File: src/rtl/msi_db_pkg.sv
`timescale 1ns/1ps
package msi_db_pkg;
  localparam int OFS_W = 12;
  localparam logic [OFS_W-1:0] OFS_ADDR_LO = 12'h820;
  localparam logic [OFS_W-1:0] OFS_ADDR_HI = 12'h824;
  localparam logic [OFS_W-1:0] OFS_ENABLE  = 12'h828;
  localparam logic [OFS_W-1:0] OFS_MASK    = 12'h82C;
  localparam logic [OFS_W-1:0] OFS_STATUS  = 12'h830;

  typedef enum logic [2:0] {
    SEL_NONE, SEL_ADDR_LO, SEL_ADDR_HI, SEL_ENABLE, SEL_MASK, SEL_STATUS
  } reg_sel_e;

  function automatic reg_sel_e decode_ofs(input logic [OFS_W-1:0] ofs);
    case (ofs)
      OFS_ADDR_LO: decode_ofs = SEL_ADDR_LO;
      OFS_ADDR_HI: decode_ofs = SEL_ADDR_HI;
      OFS_ENABLE:  decode_ofs = SEL_ENABLE;
      OFS_MASK:    decode_ofs = SEL_MASK;
      OFS_STATUS:  decode_ofs = SEL_STATUS;
      default:     decode_ofs = SEL_NONE;
    endcase
  endfunction
endpackage

File: src/rtl/msi_db_regfile.sv
`timescale 1ns/1ps
module msi_db_regfile
  import msi_db_pkg::*;
#(
  parameter int NVEC = 32,
  parameter int DW   = 32
) (
  input  logic            clk,
  input  logic            rst_n,
  input  logic            wr,
  input  logic [OFS_W-1:0] addr,
  input  logic [DW-1:0]   wdata,
  input  logic [NVEC-1:0] status,
  output logic [DW-1:0]   rdata,
  output logic [2*DW-1:0] bell_addr,
  output logic [NVEC-1:0] enable,
  output logic [NVEC-1:0] mask,
  output logic            status_wr
);
  reg_sel_e sel;
  logic [DW-1:0] lo_q, hi_q;

  assign sel       = decode_ofs(addr);
  assign status_wr = wr && (sel == SEL_STATUS);
  assign bell_addr = {hi_q, lo_q};

  always_ff @(posedge clk) begin
    if (!rst_n) begin
      lo_q   <= '0;
      hi_q   <= '0;
      enable <= '0;
      mask   <= '0;
    end else if (wr) begin
      case (sel)
        SEL_ADDR_LO: lo_q   <= wdata;
        SEL_ADDR_HI: hi_q   <= wdata;
        SEL_ENABLE:  enable <= wdata[NVEC-1:0];
        SEL_MASK:    mask   <= wdata[NVEC-1:0];
        default: ;
      endcase
    end
  end

  always_comb begin
    case (sel)
      SEL_ADDR_LO: rdata = lo_q;
      SEL_ADDR_HI: rdata = hi_q;
      SEL_ENABLE:  rdata = DW'(enable);
      SEL_MASK:    rdata = DW'(mask);
      SEL_STATUS:  rdata = DW'(status);
      default:     rdata = '0;
    endcase
  end
endmodule

File: src/rtl/msi_db_window.sv
`timescale 1ns/1ps
module msi_db_window #(
  parameter int NVEC = 32,
  parameter int AW   = 64,
  parameter int SW   = 4
) (
  input  logic            fire,
  input  logic [AW-1:0]   db_addr,
  input  logic [SW-1:0]   db_strb,
  input  logic [AW-1:0]   bell_addr,
  input  logic [NVEC-1:0] enable,
  output logic            hit
);
  logic open, addr_eq, full_word;
  assign open      = |enable;
  assign addr_eq   = (db_addr == bell_addr);
  assign full_word = &db_strb;
  assign hit       = fire && open && addr_eq && full_word;
endmodule

File: src/rtl/msi_db_vector.sv
`timescale 1ns/1ps
module msi_db_vector #(
  parameter int NVEC = 32,
  parameter int DW   = 32
) (
  input  logic            clk,
  input  logic            rst_n,
  input  logic            hit,
  input  logic [DW-1:0]   vec,
  input  logic [NVEC-1:0] enable,
  input  logic [NVEC-1:0] mask,
  input  logic            status_wr,
  input  logic [DW-1:0]   wdata,
  output logic [NVEC-1:0] status,
  output logic            irq
);
  logic [NVEC-1:0] set_bits, status_nx;

  for (genvar i = 0; i < NVEC; i++) begin : g_set
    assign set_bits[i] = hit && (vec == DW'(i)) && enable[i];
  end

  always_comb begin
    if (status_wr) status_nx = status ^ wdata[NVEC-1:0];
    else           status_nx = status | set_bits;
  end

  always_ff @(posedge clk) begin
    if (!rst_n) begin
      status <= '0;
      irq    <= 1'b0;
    end else begin
      status <= status_nx;
      if (hit && |(status_nx & ~mask))      irq <= 1'b1;
      else if (status_wr && status_nx == '0) irq <= 1'b0;
    end
  end
endmodule

File: src/rtl/msi_doorbell_ctrl.sv
`timescale 1ns/1ps
module msi_doorbell_ctrl
  import msi_db_pkg::*;
#(
  parameter int NVEC = 32,
  parameter int DW   = 32,
  parameter int AW   = 64
) (
  input  logic             clk,
  input  logic             rst_n,
  input  logic             reg_wr,
  input  logic [OFS_W-1:0] reg_addr,
  input  logic [DW-1:0]    reg_wdata,
  output logic [DW-1:0]    reg_rdata,
  input  logic             db_valid,
  output logic             db_ready,
  input  logic [AW-1:0]    db_addr,
  input  logic [DW-1:0]    db_data,
  input  logic [DW/8-1:0]  db_strb,
  output logic             irq
);
  localparam int SW = DW / 8;

  logic [AW-1:0]   bell_addr;
  logic [NVEC-1:0] enable, mask, status_q;
  logic            status_wr, fire, hit;

  assign db_ready = !reg_wr;
  assign fire     = db_valid && db_ready;

  msi_db_regfile #(.NVEC(NVEC), .DW(DW)) u_regs (
    .clk(clk), .rst_n(rst_n), .wr(reg_wr), .addr(reg_addr),
    .wdata(reg_wdata), .status(status_q), .rdata(reg_rdata),
    .bell_addr(bell_addr), .enable(enable), .mask(mask),
    .status_wr(status_wr)
  );

  msi_db_window #(.NVEC(NVEC), .AW(AW), .SW(SW)) u_win (
    .fire(fire), .db_addr(db_addr), .db_strb(db_strb),
    .bell_addr(bell_addr), .enable(enable), .hit(hit)
  );

  msi_db_vector #(.NVEC(NVEC), .DW(DW)) u_vec (
    .clk(clk), .rst_n(rst_n), .hit(hit), .vec(db_data),
    .enable(enable), .mask(mask), .status_wr(status_wr),
    .wdata(reg_wdata), .status(status_q), .irq(irq)
  );
endmodule

File: config.mk
export PLATFORM = sky130hd
export DESIGN_NAME = msi_doorbell_ctrl
export DESIGN_NICKNAME = d
export VERILOG_FILES = /design/src/rtl/msi_db_pkg.sv /design/src/rtl/msi_db_regfile.sv /design/src/rtl/msi_db_window.sv /design/src/rtl/msi_db_vector.sv /design/src/rtl/msi_doorbell_ctrl.sv
export SDC_FILE = /design/constraint.sdc
export NUM_CORES = 1
export LEC_CHECK = 0
export ABC_CLOCK_PERIOD_IN_PS = 2960
export BUFFER_PORTS_ARGS = -buffer_cell sky130_fd_sc_hd__buf_2
export CAP_MARGIN = 30
export CORE_MARGIN = 5
export CORE_UTILIZATION = 45
export CTS_CLUSTER_DIAMETER = 30
export DETAILED_ROUTE_END_ITERATION = 10
export HOLD_SLACK_MARGIN = 0.05
export PLACE_DENSITY_LB_ADDON = 0.25
export SLEW_MARGIN = 20
export SYNTH_ARGS = -nofsm -noshare
export SYNTH_HDL_FRONTEND = slang
export SYNTH_SLANG_ARGS = --single-unit
File: constraint.sdc
create_clock -name clk -period 2.96 [get_ports clk]
set_clock_uncertainty 0.15 [all_clocks]
set_input_delay 0.296 -clock clk [delete_from_list [all_inputs] [get_ports clk]]
set_output_delay 0.296 -clock clk [all_outputs]
set_load 0.02 [all_outputs]
## Yosys cells after proc, flatten, opt, wreduce, memory -nomap -nowiden

Index checks and enable logic that the tools add are counted.

| storage, ports and cells | value |
|---|---|
| input bits | 148 |
| word-level logic and storage cells | 139 |
| register bits after elaboration | 161 |
| output and inout bits | 34 |

| operators by class | value |
|---|---|
| bitwise gates (word level) | 4 |
| equal/unequal tests | 42 |
| reduce and logical (&&, ||, !) cells | 82 |
| mux-type cells | 5 |

Operators with widths:

| cell | count |
|---|---|
| 32-bit by 5-bit == test with 1-bit output, second input constant | 16 |
| 32-bit by 4-bit == test with 1-bit output, second input constant | 8 |
| 32-bit case mux with 5 select lines | 1 |
| 32-bit by 3-bit == test with 1-bit output, second input constant | 4 |
| 1-bit logical AND | 71 |
| 32-bit by 2-bit == test with 1-bit output, second input constant | 2 |
| 64-bit == test | 1 |
| 32-bit logical NOT | 2 |
| 32-bit OR reduction | 2 |
| 12-bit == test, second input constant | 5 |
| 32-bit AND | 1 |
| 32-bit by 1-bit == test with 1-bit output, second input constant | 1 |
| 32-bit two-way mux | 1 |
| 32-bit NOT | 1 |
| 32-bit OR | 1 |
| 32-bit XOR | 1 |
| 3-bit case mux with 5 select lines | 1 |
| 2-bit AND reduction | 4 |
| 3-bit by 2-bit == test with 1-bit output, second input constant | 2 |
| 3-bit == test, second input constant | 2 |
| 4-bit AND reduction | 1 |
| 3-bit by 1-bit == test with 1-bit output, second input constant | 1 |
| 1-bit two-way mux | 2 |
| 2-bit nonzero test | 1 |
| 1-bit logical NOT | 1 |

## Longest topological paths before layout

Gate-level depths: netlist (run 1).

| logic depth | value |
|---|---|
| word-level depth | 13 |
| gate-level depth with buffers | 13 |
| depth with buffers taken out | 10 |

## Cells and area by module

Synthesis (run 1) repeated with hierarchy kept, for this count alone.

| second synthesis, totals | value |
|---|---|
| cell total of the unflattened synthesis | 1,147 |
| area total of the unflattened synthesis | 9,864.5 um^2 |

By module, submodules not included:

| module | area an instance (um^2) | seq. area each (um^2) | cells an instance | instances |
|---|---|---|---|---|
| msi_db_regfile | 6,093.3 | 2,562.5 | 643 | 1 |
| msi_db_vector | 2,939.1 | 660.6 | 389 | 1 |
| msi_db_window | 822.0 | 0.0 | 113 | 1 |
| msi_doorbell_ctrl | 10.0 | 0.0 | 2 | 1 |

## Worst setup path after synthesis (run 1)

Ideal clock, no wire load.

| path | value |
|---|---|
| path type | input to register |
| start point | input reg_addr[7] |
| end point | register u_vec.irq |
| arrival | 2,806 ps |
| cell stages on the path | 13 |
| path slack | -129 ps |
| path buffers | 3 |
| data required time | 2,678 ps |
| setup time | 132 ps |
| cell sequence | or3_1 > buf_2 > nor4_4 > buf_2 > buf_2 > nand2_1 > xnor2_1 > a221oi_1 > nand4_1 > nor4_1 > o2111ai_1 > o31ai_1 > a21oi_1 |

| on the way | value |
|---|---|
| cells in the longest elaborated chain, start to end | 9 |
| elaborated cells between the ends (all ways) | 16 |
| classes of those cells | 6 x eq/ne; 3 x mux; 1 x bitwise; 6 x reduce/logical |

Ends and longest elaborated chain:

| what | line | RTL |
|---|---|---|
| start, declared | msi_doorbell_ctrl.sv:12 | `input logic [OFS_W-1:0] reg_addr,` |
| 12-bit == test | msi_db_pkg.sv:15 | `case (ofs)` |
| 3-bit case mux with 5 select lines (*) | msi_db_pkg.sv:15 |  |
| 3-bit == test (*) | msi_db_regfile.sv:24 | `assign status_wr = wr && (sel == SEL_STATUS);` |
| 1-bit logical AND (*) | msi_db_regfile.sv:24 |  |
| 32-bit two-way mux | msi_db_vector.sv:24 | `if (status_wr) status_nx = status ^ wdata[NVEC-1:0];` |
| 32-bit AND | msi_db_vector.sv:34 | `if (hit && \|(status_nx & ~mask)) irq <= 1'b1;` |
| 32-bit OR reduction | msi_db_vector.sv:34 |  |
| 1-bit logical AND | msi_db_vector.sv:34 |  |
| 1-bit two-way mux or 2-bit nonzero test (tied branches) | -- |  |
| end signal, assigned | msi_db_vector.sv:31 | `irq <= 1'b0;` |
| end signal, assigned | msi_db_vector.sv:34 |  |
| end signal, assigned | msi_db_vector.sv:35 | `else if (status_wr && status_nx == '0) irq <= 1'b0;` |
| end, declared | msi_db_vector.sv:15 | `output logic irq` |

Mark *: on every way between the ends. The rest lies on a longest branch, timed or not.
A chain may end at the register's enable or synchronous reset.

## Worst setup path after layout (run 1)

| path | value |
|---|---|
| start point | register u_regs.enable[25] |
| end point | register u_vec.irq |

| on the way | value |
|---|---|
| cells in the longest elaborated chain, start to end | 12 |
| elaborated cells between the ends (all ways) | 77 |
| classes of those cells | 2 x mux; 2 x bitwise; 73 x reduce/logical |

Ends and longest elaborated chain:

| what | line | RTL |
|---|---|---|
| start, declared | msi_db_regfile.sv:16 | `output logic [NVEC-1:0] enable,` |
| start signal, assigned | msi_db_regfile.sv:37 | `SEL_ENABLE: enable <= wdata[NVEC-1:0];` |
| 32-bit OR reduction | msi_db_window.sv:15 | `assign open = \|enable;` |
| 1-bit logical AND (3 in series) | msi_db_window.sv:18 | `assign hit = fire && open && addr_eq && full_word;` |
| 1-bit logical AND (2 in series) | msi_db_vector.sv:20 | `assign set_bits[i] = hit && (vec == DW'(i)) && enable[i];` |
| 32-bit OR | msi_db_vector.sv:25 | `else status_nx = status \| set_bits;` |
| 32-bit two-way mux | msi_db_vector.sv:24 |  |
| 32-bit AND | msi_db_vector.sv:34 |  |
| 32-bit OR reduction | msi_db_vector.sv:34 |  |
| 1-bit logical AND | msi_db_vector.sv:34 |  |
| 1-bit two-way mux or 2-bit nonzero test (tied branches) | -- |  |

Parallel ways exist; a longest one is shown, timed or not.

==> results of run 1 <==
-- path summary, 6_finish.rpt --
path / start / endpoint / slack, ns / cells past startpoint
worst max-delay path: u_regs.enable[25] / u_vec.irq / -0.22 / 12
worst min-delay path: reg_wdata[8] / u_regs.mask[8] / 0.06 / 3
worst max register to register: u_regs.enable[25] / u_vec.irq / -0.22 / 12
worst min register to register: u_regs.mask[20] / u_regs.mask[20] / 0.33 / 2
-- per-layer routing --
metal  wire length [um]  up-vias  part of all wire  GRT usage
met4               1760        0             0.038      0.148
met2              20700      807              0.45      0.584
met5                  0        -                 0     0.0248
met3               5440      103              0.12     0.0835
met1              18500     5506              0.40      0.506
li1                   -     5261                 -          -
-- cell type report --
class,count,area [um2],area share
Timing Repair Buffer,426,2920,0.223
Tap cell,270,338,0.0258
Clock buffer,17,425,0.0325
Sequential cell,161,3230,0.247
Multi-Input combinational cell,992,5800,0.443
Clock inverter,15,161,0.0123
Inverter,57,216,0.0165
-- critical path: cells and delay by family, from the launching register on --
| kind | cells | cell delay, ns |
|---|---|---|
| compound gates | 5 | 1.19 |
| buf+inv | 3 | 0.45 |
| flops | 1 | 0.33 |
| simple gates | 4 | 0.94 |
-- state kept, by name, indices dropped and copies added (netlist names) --
signal         cells
u_regs.enable     32
u_regs.hi_q       32
u_regs.lo_q       32
u_regs.mask       32
u_vec.irq          1
u_vec.status      32
-- timing repair --
item                                   in CTS  in global routing
pin swaps                                   9                 10
setup endpoints to repair                   3                 11
gates resized for setup                    11                 27
endpoints found under the hold margin      54                  0
hold buffers                               18                  0
buffers inserted                            3                  1
-- per-stage QoR --
step / area [um2] / TNS, ns
4_1_cts: 13000 / -0.181
2_1_floorplan: 9390 / -0.0344
6_report: 13100 / -0.219
5_1_grt: 13100 / -0.347
3_3_place_gp: 12100 / -4.10
3_5_place_dp: 12100 / -5.91
-- where the power goes --
group          total [mW]  switching [mW]  internal [mW]  leakage [nW]
Combinational       0.428           0.257          0.171          3.91
Sequential           2.16        0.000237           2.16          1.30
Clock                2.25            1.12           1.13         0.281
-- kinds of logic after synthesis --
group | Yosys count | synth area share
DFF | 161 | 0.344
and+or+nand+nor | 592 | 0.300
AOI/OAI and AO/OA | 298 | 0.199
muxes | 32 | 0.0342
xor gates and xnor gates | 70 | 0.0654
buffers and inverters | 139 | 0.0576
-- synth_stat cells (5+ instances only) --
library cell,instances,area (um2)
sky130_fd_sc_hd__nor4_1,36,225
sky130_fd_sc_hd__clkbuf_1,71,267
sky130_fd_sc_hd__nand2b_1,18,113
sky130_fd_sc_hd__a21oi_1,153,766
sky130_fd_sc_hd__nand4bb_1,5,56.3
sky130_fd_sc_hd__or4_1,6,45.0
sky130_fd_sc_hd__buf_2,6,30.0
sky130_fd_sc_hd__nand4b_1,5,43.8
sky130_fd_sc_hd__o2111ai_1,6,52.6
sky130_fd_sc_hd__nand2_1,347,1300
sky130_fd_sc_hd__nor2b_1,19,119
sky130_fd_sc_hd__or3_1,5,31.3
sky130_fd_sc_hd__xnor2_1,26,228
sky130_fd_sc_hd__nor2_1,32,120
sky130_fd_sc_hd__mux2i_1,32,320
sky130_fd_sc_hd__inv_1,57,214
sky130_fd_sc_hd__xor2_1,44,385
sky130_fd_sc_hd__a222oi_1,33,330
sky130_fd_sc_hd__nor3_1,16,80.1
sky130_fd_sc_hd__nand3_1,29,145
sky130_fd_sc_hd__o31ai_1,9,67.6
sky130_fd_sc_hd__o22ai_1,6,37.5
sky130_fd_sc_hd__dfxtp_1,161,3220
sky130_fd_sc_hd__o21ai_0,49,245
sky130_fd_sc_hd__nand4_1,18,113
sky130_fd_sc_hd__and2_1,15,93.8
sky130_fd_sc_hd__and3_1,12,75.1
sky130_fd_sc_hd__nor4b_1,5,43.8
sky130_fd_sc_hd__or2_2,5,31.3
==> summary.md, run 1 <==
The tools report the final critical-path setup slack as -0.219 ns. The run gives 0.425 mV as the worst vdd rail ir drop. Based on the critical path, the design can be clocked at up to 315 MHz. Across all layers, the routed design uses 11700 vias. Fraction of layout instances using a drive strength above 1: 0.291.

Setup repair after global routing could not meet its margin everywhere. The overall die width is 154 um, and the endpoint arrival time on the critical path is 3.35 ns. The flop and latch count out of synthesis works out to 161.

For the first-pass GRT wire length, the log shows 67700 um. The leakage component of the power is 5.49 nW, and the iteration-0 DRC count of the detailed router is 1609. The routability congestion estimate was 1.07. The launching element type of the critical path is a flop. The run gives 1803 as the number of nets in the finished design. The core region is 20400 um2.

The starting density of the core is 0.461. The setup path with the least slack is of type reg2reg. Across all hold checks on the routed design, the worst slack comes to 0.0628 ns. Walking the worst path, the cells encountered are nor4_4, buf_4, nand4_1, o2111a_1, buf_12, buf_4, nand3_2, o21ai_1, a22o_1, or4_4, o41ai_2, a21oi_1.

The max-slew violation count came out at 0. The logs give 1 for the final setup violation count and 68 for the distinct cell type count of the synthesized netlist. The total iterations of the first detailed-routing run came out at 11.

Counting every net in the synthesized netlist gives 1440. In the routed design, unresolved DRC markers number 9. In the layout the commonest cells are 346 x sky130_fd_sc_hd__nand2_1, 216 x sky130_fd_sc_hd__buf_4, 181 x sky130_fd_sc_hd__buf_2. In this run, synthesis inferred 0 flip-flops with an integrated enable.

The number of global-route vias before repair was 10900; the number of standard-cell rows in the floorplan was 52. The run gives 79 as the maximum number of pins on one net before global-route repair. The H-tree was split into 4 levels. The clock insertion delay at the later pin of the skew report came out at 0.44 ns. Power comes to 4.84 mW. The headroom to the max-slew limit is 0.474.

In this design, the stage delay of the slowest critical-path cell is 0.42 ns. The async set-reset flop share out of synthesis was 0. Minimum period implied by the final worst setup slack: 3.18 ns. In this run the count of I/O pins placed on the die edge is 182. End-of-flow core utilization: 0.642. The tree is rooted in a sky130_fd_sc_hd__clkbuf_16. The sequential-to-total area share from yosys stat is 0.344. Across the run, the number of max-cap violations was 0.

For the Yosys warning count, the log shows 0. The cell that appears most often on the critical path is sky130_fd_sc_hd__buf_4. For the pin with the worst max-slew slack, the measured transition is 0.790 ns. The total overflow left after global routing is 0. Leading register cell type out of synthesis: sky130_fd_sc_hd__dfxtp_1. The wire length per cell was 24.0 um. The worst setup path is captured at a flop. Leaving out fill and tap cells, the most frequent cell in the layout is sky130_fd_sc_hd__nand2_1.

Of all nets on the critical path, the largest fanout is 6. The cell area that synthesis handed to floorplanning was 9380 um2. Relative to the synthesized area, the layout overhead comes to 39.5%.

The placed wire-length estimate after detailed placement came out at 35800 um. The finished layout holds 1938 standard cells, fillers aside. Wires add up to 46500 um.

The floorplan step defined a die boundary enclosing 23800 um2. Power spread over the standard cell area amounts to 370 nW/um2. Averaged over all synthesized cells, the footprint is 7.26 um2.

The initial antenna violation count came out at 0. In this run the tool buffered the top-level ports with 181 buffer cells. For the worst setup path, the data required time is 3.13 ns.

TritonCTS built the clock tree. The count of endpoints failing hold in the final timing report was 0. The worst hold path belongs to the class in2reg.

After detailed routing, the number of vias per cell comes to 6.03. The run finished, with violations left. The count of nets left with antenna violations once routing finished came out at 0. The checks that failed: design-rule violations, negative setup slack. For the synthesized instance count, the log shows 1292.

The post-CTS clock slew at the launch and capture registers of the worst setup and hold paths came out at 0.08 ns. On the critical path, the stage with the largest delay is an instance of sky130_fd_sc_hd__or4_4. The share of the clock period used by the worst path after layout is 1.07. The height of the die was 154 um; the number of cells after detailed placement was 1885. The number of antenna diodes in the final layout is 0. Buffers inserted during clock tree synthesis total 17.

The clock sink count is 161. The minimum setup slack after placement was -0.551 ns. The layout has 1804 filler cells. The clock passes through at most 2 buffers.

For the global-route usage over all layers, the log shows 0.376.
No activity file was read; power rests on OpenSTA's default activity.
==> inputs of run 2 (changes only) <==
--- a/config.mk
+++ b/config.mk
@@ -5,7 +5,7 @@
 export SDC_FILE = /design/constraint.sdc
 export NUM_CORES = 1
 export LEC_CHECK = 0
-export ABC_CLOCK_PERIOD_IN_PS = 2960
+export ABC_CLOCK_PERIOD_IN_PS = 4050
 export BUFFER_PORTS_ARGS = -buffer_cell sky130_fd_sc_hd__buf_2
 export CAP_MARGIN = 30
 export CORE_MARGIN = 5
==> constraint.sdc (replaced) <==
create_clock -name clk -period 4.05 [get_ports clk]
set_clock_uncertainty 0.15 [all_clocks]
set_input_delay 0.405 -clock clk [delete_from_list [all_inputs] [get_ports clk]]
set_output_delay 0.405 -clock clk [all_outputs]
set_load 0.02 [all_outputs]
==> run 2 against run 1 <==
  * The run now ends clean
  * Critical path depth is 1 lower
  * Via count is 7.2% lower
  * Sequential power shrank 27%
  * Non-clock buffer count fell by 184
  * Design area decreased by 12%
  * Setup slack better by 0.72 ns
  * Clock power down 24%
  * Die area unchanged
  * Largest power group unchanged
==> summary.md, run 2 (synthesis gave the netlist of run 1 again) <==
The logs give 0 ns (was -0.219 ns) for the setup total negative slack and 0 (unchanged) for the final global-route overflow total. The worst min-delay path startpoint was reg_wdata[19] (was reg_wdata[8]). For the max-slew violation count, the log shows 0 (unchanged). Setup repair after global routing left no endpoint under its margin. The net switching share of the total power was 0.279 (was 0.284); the worst-case clock buffer depth was 2 (unchanged).

The minimum period implied by the final worst setup slack is 3.55 ns (was 3.18 ns). The path type of the worst min-delay path is in2reg (unchanged). Placed wire-length estimate after detailed placement: 34200 um (was 35800 um). The tools report the leakage component of the power as 4.55 nW (was 5.49 nW). TritonCTS built the clock tree. The logs give 0 (unchanged) for the count of endpoints failing hold in the final timing report and 4.22 ns (was 3.13 ns) for the required time at the endpoint of the critical path. For the number of global-route vias before repair, the log shows 10200 (was 10900). Number of placed I/O pins: 182 (unchanged).

The standard cell core area was 20400 um2 (unchanged); the maximum number of pins on one net before global-route repair was 69 (was 79). Cell Chain, Critical Path: nor4_1, nand4_1, o2111a_1, buf_4, nand3_1, o21ai_0, buf_4, a22o_1, or4_1, o41ai_1, a21oi_1 (was nor4_4, buf_4, nand4_1, o2111a_1, buf_12, buf_4, nand3_2, o21ai_1, a22o_1, or4_4, o41ai_2, a21oi_1). The global-route usage over all layers came out at 0.362 (was 0.376).

The number of standard-cell rows in the floorplan was 52 (unchanged); the total iterations of the first detailed-routing run was 9 (was 11). The tools report the power spent charging and discharging nets as 0.995 mW (was 1.38 mW). The wire length per cell is 25.6 um (was 24.0 um), and the number of cells on the worst hold path is 3 (unchanged). The run gives 0.444 (was 0.447) as the sequential cell fraction of total power. Type of the worst setup path: reg2reg (unchanged).

For the total of max-cap violations, the log shows 0 (unchanged). The end of the worst register-to-register path was u_vec.irq (unchanged). The final standard cell area without fillers was 11500 um2 (was 13100 um2); the number of nets in the finished design was 1619 (was 1803). Highest-count cells in the layout ignoring fill and taps: 347 x sky130_fd_sc_hd__nand2_1, 181 x sky130_fd_sc_hd__buf_2, 161 x sky130_fd_sc_hd__dfxtp_1 (was 346 x sky130_fd_sc_hd__nand2_1, 216 x sky130_fd_sc_hd__buf_4, 181 x sky130_fd_sc_hd__buf_2). The flow ran to the end, and the final reports show no timing, DRC or antenna violations. Worst-path cell with the longest stage delay: sky130_fd_sc_hd__o2111a_1 (was sky130_fd_sc_hd__or4_4).

The sequential cell area is 3220 um2 (was 3230 um2), and the iteration-0 DRC count of the detailed router is 1666 (was 1609). For the first-pass GRT wire length, the log shows 65200 um (was 67700 um). Terminating pin of the worst hold path: u_regs.lo_q[19] (was u_regs.mask[8]).

The starting density of the core came out at 0.461 (unchanged). The largest incremental delay on the critical path works out to 0.58 ns (was 0.42 ns). The launching element type of the critical path was a flop (unchanged). The cell area power density was 311 nW/um2 (was 370 nW/um2); the remaining design rule violation count was 0 (was 9). The tools report the initial antenna violation count as 0 (unchanged). The tools report the origin of the critical flop-to-flop path as u_regs.enable[26] (was u_regs.enable[25]). The overall die width was 154 um (unchanged).

The via total after detailed routing is 10800 (was 11700), and the headroom to the max-slew limit is 0.492 (was 0.474). The buffers inserted during post-CTS setup optimization came out at 0 (was 3). The internal portion of total power is 2.57 mW (was 3.47 mW). The most used cell along the critical path was sky130_fd_sc_hd__buf_4 (unchanged).

Critical path capture point type: a flop (unchanged). The reg-to-reg setup timing slack is 0.50 ns (was -0.22 ns), and the final routed wirelength across all metal layers is 44800 um (was 46500 um). The transition time at the pin with the least slew margin was 0.754 ns (was 0.790 ns). The clock share of power came out at 0.481 (was 0.465).

The combinational power share came out at 0.075 (was 0.088). The height of the die was 154 um (unchanged); the total inserted antenna cells was 0 (unchanged). The number of instances resized during post-cts repair is 0 (was 11), and the count of hold-fix buffers inserted at cts is 0 (was 18). The run gives 2013 (was 1804) as the final-layout fill cell count.

The number of buffers added on ports is 181 (unchanged), and the largest fanout on the critical path is 10 (was 6). The tools report the instance area at placement as 10900 um2 (was 12100 um2). The total CTS buffers is 17 (unchanged), and the signed area change from the synthesized netlist to the final layout is 22.3% (was 39.5%). The run gives 0.44 ns (about the same) as the clock insertion delay at the later pin of the skew report. The run gives 23800 um2 (unchanged) as the die area. The post-CTS clock slew at the launch and capture registers of the worst setup and hold paths is 0.08 ns (about the same). The routability congestion estimate was 1.04 (was 1.07). Final setup violation count: 0 (was 1). The share of the clock period used by the worst path after layout works out to 0.876 (was 1.07). The final critical-path setup slack came out at 0.503 ns (was -0.219 ns). The tools report the root buffer cell as sky130_fd_sc_hd__clkbuf_16 (unchanged). The worst vdd rail ir drop was 0.257 mV (was 0.425 mV); the remaining antenna violation count was 0 (unchanged). The average via count per standard cell is 6.18 (was 6.03).

The run gives 5650 um2 (was 5800 um2) as the area of the multi-input gates. The cell depth of the worst flop-to-flop path came out at 11 (was 12). Clock sink count: 161 (unchanged).

The maximum level of the CTS H-tree is 4 (unchanged), and the minimum setup slack after placement is 0.309 ns (was -0.551 ns). The endpoint arrival time on the critical path was 3.72 ns (was 3.35 ns); the upper clock frequency limit was 282 MHz (was 315 MHz). Leading cell type in the layout, fill and taps excluded: sky130_fd_sc_hd__nand2_1 (unchanged). The fraction of layout instances using a drive strength above 1 was 0.199 (was 0.291).
[run 2: worst max-delay path, delay by kind of cell (launching register included)]
family          cells  cell delay (ns)
simple gates        4             1.13
buf+inv             2             0.43
flops               1             0.36
compound gates      5             1.35
[run 2: layout make-up]
cell class / instances / share of cell area
multi-input cells: 992 / 0.493
flip-flops and latches: 161 / 0.281
repair buffers: 242 / 0.124
clock buffers: 17 / 0.0371
well taps: 270 / 0.0295
inverters: 57 / 0.0189
clock inverters: 15 / 0.0163
[run 2: worst max path at each step]
| stage | from | end | slack [ns] | cells after the start |
|---|---|---|---|---|
| after floorplan | reg_addr[7] | u_vec.irq | 0.85 | 13 |
| after global placement | reg_addr[4] | u_vec.irq | 0.29 | 11 |
| after detailed placement | reg_addr[4] | u_vec.irq | 0.31 | 11 |
| after CTS | u_regs.enable[30] | u_vec.irq | 0.58 | 11 |
| after global routing | u_regs.lo_q[0] | u_vec.irq | 0.39 | 10 |
| final | u_regs.enable[26] | u_vec.irq | 0.50 | 11 |
[run 2: metal layers]
| metal | track usage | wire (um) | up-vias |
|---|---|---|---|
| li1 | - | - | 4894 |
| met1 | 0.505 | 17800 | 5049 |
| met2 | 0.559 | 19500 | 789 |
| met3 | 0.0578 | 5550 | 107 |
| met4 | 0.149 | 2020 | 0 |
| met5 | 0 | 0 | - |
[run 2: through the flow]
step | util | total power [mW] | hold slack (ns) | instances
floorplan | - | 1.72 | 0.294 | 1292
global placement | 0.533 | 1.88 | 0.310 | 1722
detailed placement | 0.533 | 1.88 | 0.317 | 1722
CTS | 0.563 | 3.57 | 0.105 | 1754
global route | 0.563 | 3.65 | 0.120 | 1754
finish | 0.563 | 3.56 | 0.122 | 1754
[run 2: power groups by stage]
stage               Clock [mW]  Combinational, mW  Sequential (mW)
finish                    1.71              0.268             1.58
floorplan                    0             0.0966             1.62
CTS                       1.72              0.261             1.58
global placement             0              0.260             1.62
detailed placement           0              0.260             1.62
global route              1.79              0.280             1.58
